<file path="src/rtl/lcd_reg_pkg.sv">
package lcd_reg_pkg;
  localparam int ADDR_W   = 10;
  localparam int DATA_W   = 32;
  localparam int GEOM_W   = 11;
  localparam int PAL_IW   = 7;
  localparam int ID_COUNT = 8;
  localparam int ID_IW    = $clog2(ID_COUNT);

  localparam logic [ADDR_W-1:0] W_UPPER  = 10'd4;
  localparam logic [ADDR_W-1:0] W_LOWER  = 10'd5;
  localparam logic [ADDR_W-1:0] W_MASK   = 10'd6;
  localparam logic [ADDR_W-1:0] W_CTRL   = 10'd7;
  localparam logic [ADDR_W-1:0] W_RAW    = 10'd8;
  localparam logic [ADDR_W-1:0] W_MSKD   = 10'd9;
  localparam logic [ADDR_W-1:0] W_CLEAR  = 10'd10;
  localparam logic [ADDR_W-1:0] W_UCUR   = 10'd11;
  localparam logic [ADDR_W-1:0] W_LCUR   = 10'd12;
  localparam logic [ADDR_W-1:0] W_PALLO  = 10'd128;
  localparam logic [ADDR_W-1:0] W_PALHI  = 10'd255;
  localparam logic [ADDR_W-1:0] W_IDLO   = 10'd1016;

  localparam int B_EN   = 0;
  localparam int B_BGR  = 8;
  localparam int B_BEB  = 9;
  localparam int B_BEP  = 10;
  localparam int B_PWR  = 11;

  typedef enum logic [3:0] {
    RD_NONE, RD_TIMING, RD_UPPER, RD_LOWER, RD_MASK,
    RD_CTRL, RD_RAW, RD_MASKED, RD_ID, RD_PAL
  } rdSelT;

  typedef struct packed {
    logic [3:0]       wrTiming;
    logic             wrUpper;
    logic             wrLower;
    logic             wrMask;
    logic             wrCtrl;
    logic             wrClear;
    logic             palAcc;
    logic             palWr;
    logic             unmapped;
    rdSelT            rdSel;
    logic [1:0]       timIdx;
    logic [ID_IW-1:0] idIdx;
  } strobeT;

  function automatic logic [7:0] idByte(input logic [ID_IW-1:0] idx);
    case (idx)
      3'd0: idByte = 8'h10;
      3'd1: idByte = 8'h11;
      3'd2: idByte = 8'h04;
      3'd3: idByte = 8'h00;
      3'd4: idByte = 8'h0D;
      3'd5: idByte = 8'hF0;
      3'd6: idByte = 8'h05;
      default: idByte = 8'hB1;
    endcase
  endfunction
endpackage

</file>
<file path="src/rtl/lcd_reg_ctrl.sv">
module lcd_reg_ctrl
  import lcd_reg_pkg::*;
(
  input  logic              clk,
  input  logic              rstN,
  input  logic              busSel,
  input  logic              busWrite,
  input  logic [ADDR_W-1:0] busAddr,
  output strobeT            stb,
  output logic              busErr
);
  logic inPal;
  logic inId;

  assign inPal = (busAddr >= W_PALLO) && (busAddr <= W_PALHI);
  assign inId  = (busAddr >= W_IDLO);

  always_comb begin
    stb = '0;
    if (busSel) begin
      if (busAddr < W_UPPER) begin
        stb.timIdx = busAddr[1:0];
        if (busWrite) stb.wrTiming[busAddr[1:0]] = 1'b1;
        else          stb.rdSel = RD_TIMING;
      end else if (busAddr == W_UPPER) begin
        if (busWrite) stb.wrUpper = 1'b1; else stb.rdSel = RD_UPPER;
      end else if (busAddr == W_LOWER) begin
        if (busWrite) stb.wrLower = 1'b1; else stb.rdSel = RD_LOWER;
      end else if (busAddr == W_MASK) begin
        if (busWrite) stb.wrMask = 1'b1; else stb.rdSel = RD_MASK;
      end else if (busAddr == W_CTRL) begin
        if (busWrite) stb.wrCtrl = 1'b1; else stb.rdSel = RD_CTRL;
      end else if (busAddr == W_RAW) begin
        if (!busWrite) stb.rdSel = RD_RAW;
      end else if (busAddr == W_MSKD) begin
        if (!busWrite) stb.rdSel = RD_MASKED;
      end else if (busAddr == W_CLEAR) begin
        if (busWrite) stb.wrClear = 1'b1;
      end else if (busAddr == W_UCUR) begin
        if (!busWrite) stb.rdSel = RD_UPPER;
      end else if (busAddr == W_LCUR) begin
        if (!busWrite) stb.rdSel = RD_LOWER;
      end else if (inPal) begin
        stb.palAcc = 1'b1;
        stb.palWr  = busWrite;
        if (!busWrite) stb.rdSel = RD_PAL;
      end else if (inId) begin
        stb.idIdx = busAddr[ID_IW-1:0];
        if (!busWrite) stb.rdSel = RD_ID;
      end else begin
        stb.unmapped = 1'b1;
      end
    end
  end

  always_ff @(posedge clk) begin
    if (!rstN) busErr <= 1'b0;
    else       busErr <= stb.unmapped;
  end
endmodule

</file>
<file path="src/rtl/lcd_reg_data.sv">
module lcd_reg_data
  import lcd_reg_pkg::*;
#(
  parameter int IRQ_W = 4
) (
  input  logic              clk,
  input  logic              rstN,
  input  strobeT            stb,
  input  logic [DATA_W-1:0] busWdata,
  input  logic [IRQ_W-1:0]  irqSrc,
  input  logic [DATA_W-1:0] palRdata,
  output logic [DATA_W-1:0] busRdata,
  output logic              irqOut,
  output logic [DATA_W-1:0] ctrlReg,
  output logic [DATA_W-1:0] timing0,
  output logic [DATA_W-1:0] timing1,
  output logic [DATA_W-1:0] timing2,
  output logic [DATA_W-1:0] timing3,
  output logic [DATA_W-1:0] upperReg,
  output logic [DATA_W-1:0] lowerReg
);
  logic [DATA_W-1:0] timingReg [4];
  logic [IRQ_W-1:0]  maskReg;
  logic [IRQ_W-1:0]  rawStat;
  logic [IRQ_W-1:0]  clrBits;
  logic [IRQ_W-1:0]  maskedStat;
  logic [DATA_W-1:0] readMux;

  for (genvar g = 0; g < 4; g++) begin : g_timing
    always_ff @(posedge clk) begin
      if (!rstN)                timingReg[g] <= '0;
      else if (stb.wrTiming[g]) timingReg[g] <= busWdata;
    end
  end

  always_ff @(posedge clk) begin
    if (!rstN) begin
      upperReg <= '0;
      lowerReg <= '0;
      maskReg  <= '0;
      ctrlReg  <= '0;
    end else begin
      if (stb.wrUpper) upperReg <= busWdata;
      if (stb.wrLower) lowerReg <= busWdata;
      if (stb.wrMask)  maskReg  <= busWdata[IRQ_W-1:0];
      if (stb.wrCtrl)  ctrlReg  <= busWdata;
    end
  end

  assign clrBits = stb.wrClear ? busWdata[IRQ_W-1:0] : '0;

  always_ff @(posedge clk) begin
    if (!rstN) rawStat <= '0;
    else       rawStat <= (rawStat & ~clrBits) | irqSrc;
  end

  assign maskedStat = rawStat & maskReg;
  assign irqOut     = |maskedStat;

  always_comb begin
    readMux = '0;
    case (stb.rdSel)
      RD_TIMING: readMux = timingReg[stb.timIdx];
      RD_UPPER:  readMux = upperReg;
      RD_LOWER:  readMux = lowerReg;
      RD_MASK:   readMux[IRQ_W-1:0] = maskReg;
      RD_CTRL:   readMux = ctrlReg;
      RD_RAW:    readMux[IRQ_W-1:0] = rawStat;
      RD_MASKED: readMux[IRQ_W-1:0] = maskedStat;
      RD_ID:     readMux[7:0] = idByte(stb.idIdx);
      RD_PAL:    readMux = palRdata;
      default:   readMux = '0;
    endcase
  end

  always_ff @(posedge clk) begin
    if (!rstN) busRdata <= '0;
    else       busRdata <= readMux;
  end

  assign timing0 = timingReg[0];
  assign timing1 = timingReg[1];
  assign timing2 = timingReg[2];
  assign timing3 = timingReg[3];
endmodule

</file>
<file path="src/rtl/lcd_reg_bank.sv">
module lcd_reg_bank
  import lcd_reg_pkg::*;
#(
  parameter int IRQ_W = 4
) (
  input  logic              clk,
  input  logic              rstN,
  input  logic              busSel,
  input  logic              busWrite,
  input  logic [ADDR_W-1:0] busAddr,
  input  logic [DATA_W-1:0] busWdata,
  output logic [DATA_W-1:0] busRdata,
  output logic              busErr,
  input  logic [IRQ_W-1:0]  irqSrc,
  output logic              irqOut,
  output logic              palSel,
  output logic              palWrite,
  output logic [PAL_IW-1:0] palIndex,
  output logic [DATA_W-1:0] palWdata,
  input  logic [DATA_W-1:0] palRdata,
  output logic              dispOn,
  output logic [2:0]        bppMode,
  output logic              bgrOrder,
  output logic              beByteOrder,
  output logic              bePixelOrder,
  output logic [GEOM_W-1:0] pixelsPerLine,
  output logic [GEOM_W-1:0] linesPerFrame,
  output logic [DATA_W-1:0] upperBase,
  output logic [DATA_W-1:0] lowerBase,
  output logic [DATA_W-1:0] timingH,
  output logic [DATA_W-1:0] timingV
);
  strobeT            stb;
  logic [DATA_W-1:0] ctrlReg;
  logic [DATA_W-1:0] timing0;
  logic [DATA_W-1:0] timing1;

  lcd_reg_ctrl u_ctrl (
    .clk(clk), .rstN(rstN), .busSel(busSel), .busWrite(busWrite),
    .busAddr(busAddr), .stb(stb), .busErr(busErr)
  );

  lcd_reg_data #(.IRQ_W(IRQ_W)) u_data (
    .clk(clk), .rstN(rstN), .stb(stb), .busWdata(busWdata),
    .irqSrc(irqSrc), .palRdata(palRdata), .busRdata(busRdata),
    .irqOut(irqOut), .ctrlReg(ctrlReg), .timing0(timing0),
    .timing1(timing1), .timing2(timingH), .timing3(timingV),
    .upperReg(upperBase), .lowerReg(lowerBase)
  );

  assign palSel   = stb.palAcc;
  assign palWrite = stb.palWr;
  assign palIndex = busAddr[PAL_IW-1:0];
  assign palWdata = busWdata;

  // ((t0 & 0xFC) + 4) * 4 == (t0[7:2] + 1) * 16
  assign pixelsPerLine = (GEOM_W'(timing0[7:2]) + GEOM_W'(1)) << 4;
  assign linesPerFrame = GEOM_W'(timing1[9:0]) + GEOM_W'(1);

  assign dispOn       = ctrlReg[B_EN] & ctrlReg[B_PWR];
  assign bppMode      = ctrlReg[3:1];
  assign bgrOrder     = ctrlReg[B_BGR];
  assign beByteOrder  = ctrlReg[B_BEB];
  assign bePixelOrder = ctrlReg[B_BEP];
endmodule

</file>
<file path="config.mk">
export PLATFORM = sky130hd
export DESIGN_NAME = lcd_reg_bank
export DESIGN_NICKNAME = d
export VERILOG_FILES = /design/src/rtl/lcd_reg_pkg.sv /design/src/rtl/lcd_reg_ctrl.sv /design/src/rtl/lcd_reg_data.sv /design/src/rtl/lcd_reg_bank.sv
export SDC_FILE = /design/constraint.sdc
export NUM_CORES = 1
export LEC_CHECK = 0
export BUFFER_PORTS_ARGS = -buffer_cell sky130_fd_sc_hd__buf_4
export CAP_MARGIN = 20
export CELL_PAD_IN_SITES_DETAIL_PLACEMENT = 1
export CELL_PAD_IN_SITES_GLOBAL_PLACEMENT = 1
export CORE_MARGIN = 2
export CORE_UTILIZATION = 30
export DETAILED_ROUTE_END_ITERATION = 12
export HOLD_SLACK_MARGIN = 0.1
export PLACE_DENSITY_LB_ADDON = 0.1
export SYNTH_ARGS = -nofsm -noshare
export SYNTH_HDL_FRONTEND = slang
export SYNTH_HIERARCHICAL = 1
export SYNTH_SLANG_ARGS = --single-unit
export TNS_END_PERCENT = 30
</file>
<file path="constraint.sdc">
create_clock -name clk -period 4.6 [get_ports clk]
set_input_delay 0.46 -clock clk [delete_from_list [all_inputs] [get_ports clk]]
set_output_delay 0.46 -clock clk [all_outputs]
set_load 0.005 [all_outputs]
</file>
==> report_table.html <==
<table>
<tr><th>Metric</th><th>Value</th></tr>
<tr><th colspan="2">Route</th></tr>
<tr><td>Detailed-route DRC error count</td><td>0</td></tr>
<tr><td>Final WL</td><td>44900 um</td></tr>
<tr><td>Vias</td><td>~9400</td></tr>
<tr><td>Detail-routed via count per cell</td><td>5.10</td></tr>
<tr><td>Routed Antenna Nets</td><td>0</td></tr>
<tr><td>First-pass detailed-route iteration total</td><td>5</td></tr>
<tr><td>Wire length per cell</td><td>24.4 um</td></tr>
<tr><td>Iteration-0 DRC count of the detailed router</td><td>645</td></tr>
<tr><th colspan="2">Setup path</th></tr>
<tr><td>Worst-path maximum fanout</td><td>25</td></tr>
<tr><td>Logic depth of the worst setup path including buffers</td><td>9</td></tr>
<tr><td>Cell with the most instances on the worst path</td><td>sky130_fd_sc_hd__buf_4</td></tr>
<tr><td>Arrival time reported for the critical path endpoint</td><td>approximately 3.4 ns</td></tr>
<tr><td>FF-to-FF setup slack</td><td>around 3.2 ns</td></tr>
<tr><td>Number of cells on the worst reg-to-reg path</td><td>3</td></tr>
<tr><td>Peak per-stage delay on the critical path</td><td>between 0.8 and 0.9 ns</td></tr>
<tr><td>Startpoint kind of the worst setup timing path</td><td>primary input</td></tr>
<tr><td>Required time of the critical path</td><td>5.09 ns</td></tr>
<tr><td>Critical path type</td><td>in2reg</td></tr>
<tr><td>Critical register-to-register path endpoint</td><td>u_data/busRdata[1]</td></tr>
<tr><td>Endpoint class of the critical path</td><td>flop</td></tr>
<tr><td>Worst-path cell with the longest stage delay</td><td>sky130_fd_sc_hd__and2_2</td></tr>
<tr><td>Dominant delay contributor by cell family on the critical path</td><td>simple AND/OR/NAND/NOR gates</td></tr>
<tr><td>Sequence of cells on the critical path</td><td>buf_4, nor4_4, nand3_2, nor3_2, buf_4, nor2b_1, and2_2, a222oi_1, a31oi_1</td></tr>
<tr><td>Startpoint of the most critical register-to-register path</td><td>u_data/timingReg[1][1]</td></tr>
<tr><td>Crit path buf inv count</td><td>2</td></tr>
<tr><th colspan="2">Placed design</th></tr>
<tr><td>Half-perimeter wire length after placement</td><td>28900 um</td></tr>
<tr><td>Last weighted congestion value of the routability-driven placer</td><td>0.814</td></tr>
<tr><td>Number of buffer cells added on primary ports</td><td>309</td></tr>
<tr><td>Area after DPL</td><td>approximately 0.015 mm2</td></tr>
<tr><td>Placed cell count</td><td>1778</td></tr>
<tr><th colspan="2">Status</th></tr>
<tr><td>Result of the run</td><td>finished clean</td></tr>
<tr><th colspan="2">CTS</th></tr>
<tr><td>Number of buffers created by CTS</td><td>31</td></tr>
<tr><td>Insertion delay of the later-clocked pin in the worst-skew pair</td><td>0.57 ns</td></tr>
<tr><td>CTS Root Buffer Type</td><td>sky130_fd_sc_hd__clkbuf_16</td></tr>
<tr><td>Number of setup buffers added after CTS</td><td>0</td></tr>
<tr><td>Post-cts sizing count</td><td>0</td></tr>
<tr><td>Sink count of the clock tree</td><td>between 200 and 300</td></tr>
<tr><td>Buffers from clock root to sink, at most</td><td>3</td></tr>
<tr><td>Clock Pin Slew Worst Setup and Hold Paths</td><td>0.06 ns</td></tr>
<tr><td>CTS tree</td><td>built</td></tr>
<tr><td># H-tree levels</td><td>1</td></tr>
<tr><td>Quantity of hold-fixing buffers added after cts</td><td>4</td></tr>
<tr><th colspan="2">Yosys</th></tr>
<tr><td>Number of instances in the synthesized netlist</td><td>1049</td></tr>
<tr><td>Average footprint of a synthesized cell</td><td>11.5 um2</td></tr>
<tr><td>Cell Area, Synth</td><td>0.0121 mm2</td></tr>
<tr><td>Number of warnings printed during yosys synthesis</td><td>6</td></tr>
<tr><th colspan="2">Timing</th></tr>
<tr><td>Fraction of the cycle the final worst path needs</td><td>0.640</td></tr>
<tr><td>Worst clock skew</td><td>0.00791 ns</td></tr>
<tr><td>Worst slew margin</td><td>0.217</td></tr>
<tr><td>Slew of the pin with the lowest slew margin</td><td>1.17 ns</td></tr>
<tr><td>Hold Violations, Final</td><td>0</td></tr>
<tr><td>Worst-case hold slack</td><td>~0.17 ns</td></tr>
<tr><td>Setup violation total in the final timing report</td><td>0</td></tr>
<tr><td>Setup repair after global routing missed its margin</td><td>false</td></tr>
<tr><td>Achievable Freq</td><td>0.339 GHz</td></tr>
<tr><td>Final total negative setup slack</td><td>0 ns</td></tr>
<tr><td>Max-slew violation total from the final report</td><td>0</td></tr>
<tr><td>Min cycle time layout</td><td>2.95 ns</td></tr>
<tr><th colspan="2">Worst hold path</th></tr>
<tr><td>Number of instances on the worst hold path</td><td>3</td></tr>
<tr><td>Source of the worst hold timing path</td><td>busSel</td></tr>
<tr><td>Worst Hold Endpoint</td><td>u_ctrl/busErr</td></tr>
<tr><td>Worst min path class</td><td>in2reg</td></tr>
<tr><th colspan="2">Die</th></tr>
<tr><td>Die width</td><td>205 um</td></tr>
<tr><td>Die Y-Extent</td><td>~200 um</td></tr>
<tr><td>Num ports</td><td>around 310</td></tr>
<tr><td>Num rows</td><td>73</td></tr>
<tr><td>Initial core utilization</td><td>0.304</td></tr>
<tr><td>Die Outline Area</td><td>approximately 0.042 mm2</td></tr>
<tr><td>Area inside the core boundary</td><td>0.0397 mm2</td></tr>
<tr><th colspan="2">Cells and area</th></tr>
<tr><td>Design Area, Final</td><td>0.0159 mm2</td></tr>
<tr><td>Diodes inserted</td><td>0</td></tr>
<tr><td>Commonest non-fill, non-tap cells in the layout</td><td>sky130_fd_sc_hd__buf_4 (327), sky130_fd_sc_hd__dfxtp_1 (137), sky130_fd_sc_hd__and3_1 (132)</td></tr>
<tr><td>Total Nets Final</td><td>1377</td></tr>
<tr><td>Fill count</td><td>4324</td></tr>
<tr><td>Share of post-route cells with drive strength above 1</td><td>0.342</td></tr>
<tr><td>Final Instance Count excl. Fillers</td><td>1843</td></tr>
<tr><td>Area growth from synthesis to layout</td><td>31.8%</td></tr>
<tr><td>Most frequent standard cell in the layout excluding fill and tap cells</td><td>sky130_fd_sc_hd__buf_4</td></tr>
<tr><th colspan="2">Run</th></tr>
<tr><td>Count of max-cap constraint violations</td><td>0</td></tr>
<tr><th colspan="2">Global route</th></tr>
<tr><td>Number of antenna violations at the first check in global routing</td><td>0</td></tr>
<tr><td>First-pass GRT wire length</td><td>65100 um</td></tr>
<tr><td>Overall overflow remaining after global route</td><td>0</td></tr>
<tr><td>Pin count of the biggest net entering global routing</td><td>97</td></tr>
<tr><td>Vias in the first global route</td><td>9851</td></tr>
<tr><td>Aggregate global-route resource usage</td><td>0.209</td></tr>
<tr><th colspan="2">Pwr</th></tr>
<tr><td>Leakage power total</td><td>6.32 nW</td></tr>
<tr><td>Power Density</td><td>about 350 mW/mm2</td></tr>
<tr><td>Peak supply drop</td><td>0.000263 V</td></tr>
</table>
-- routing by layer --
layer  GRT usage  up-vias  routed length [um]  part of all wire
li1            -     4327                   -                 -
met1       0.272     4726               19700              0.44
met2       0.351      298               21400              0.48
met3      0.0484       43                3170             0.071
met4      0.0445        0                 672             0.015
met5           0        -                   0                 0
-- area by class of cell --
type,instances,area (um2),area share
clock buffers,49,947,0.0595
inverters,5,21.3,0.00134
clock inverters,9,124,0.00778
flip-flops and latches,265,6590,0.414
multi-input cells,651,4900,0.308
repair buffers,339,2680,0.168
well taps,525,657,0.0413
-- per-stage QoR --
step | utilization | total power, mW | setup slack (ns)
floorplan | - | 2.75 | 2.01
global placement | 0.370 | 2.98 | 1.23
detailed placement | 0.370 | 2.99 | 1.09
CTS | 0.398 | 5.59 | 1.70
global route | 0.400 | 5.71 | 1.51
finish | 0.400 | 5.52 | 1.65
-- registers in the layout, summed over array words and instances, names as in the netlist --
signal            flops
u_data/busRdata      32
u_data/lowerReg      32
u_data/timingReg    128
u_data/upperReg      32
u_data/ctrlReg       32
u_data/rawStat        4
u_ctrl/busErr         1
u_data/maskReg        4
-- worst min-delay path, stage by stage --
cell and delay (ns):
sky130_fd_sc_hd__buf_4 0.14, sky130_fd_sc_hd__nand2_1 0.06, sky130_fd_sc_hd__nor3_1 0.04
-- power breakdown --
| part | internal (mW) | switching, mW |
|---|---|---|
| clock network | 1.57 | 1.00 |
| logic | 0.170 | 0.195 |
| registers | 2.53 | 0.0426 |
-- how the worst max path moves through the flow --
stage	from	to
floorplan	busAddr[6]	u_data/timingReg[3][0]
global placement	busAddr[6]	u_data/busRdata[19]
detailed placement	busAddr[6]	u_data/busRdata[9]
CTS	busAddr[6]	u_data/busRdata[21]
global route	busAddr[6]	u_data/busRdata[9]
finish	busAddr[6]	u_data/busRdata[9]
Power figures use the tool's default switching activity.
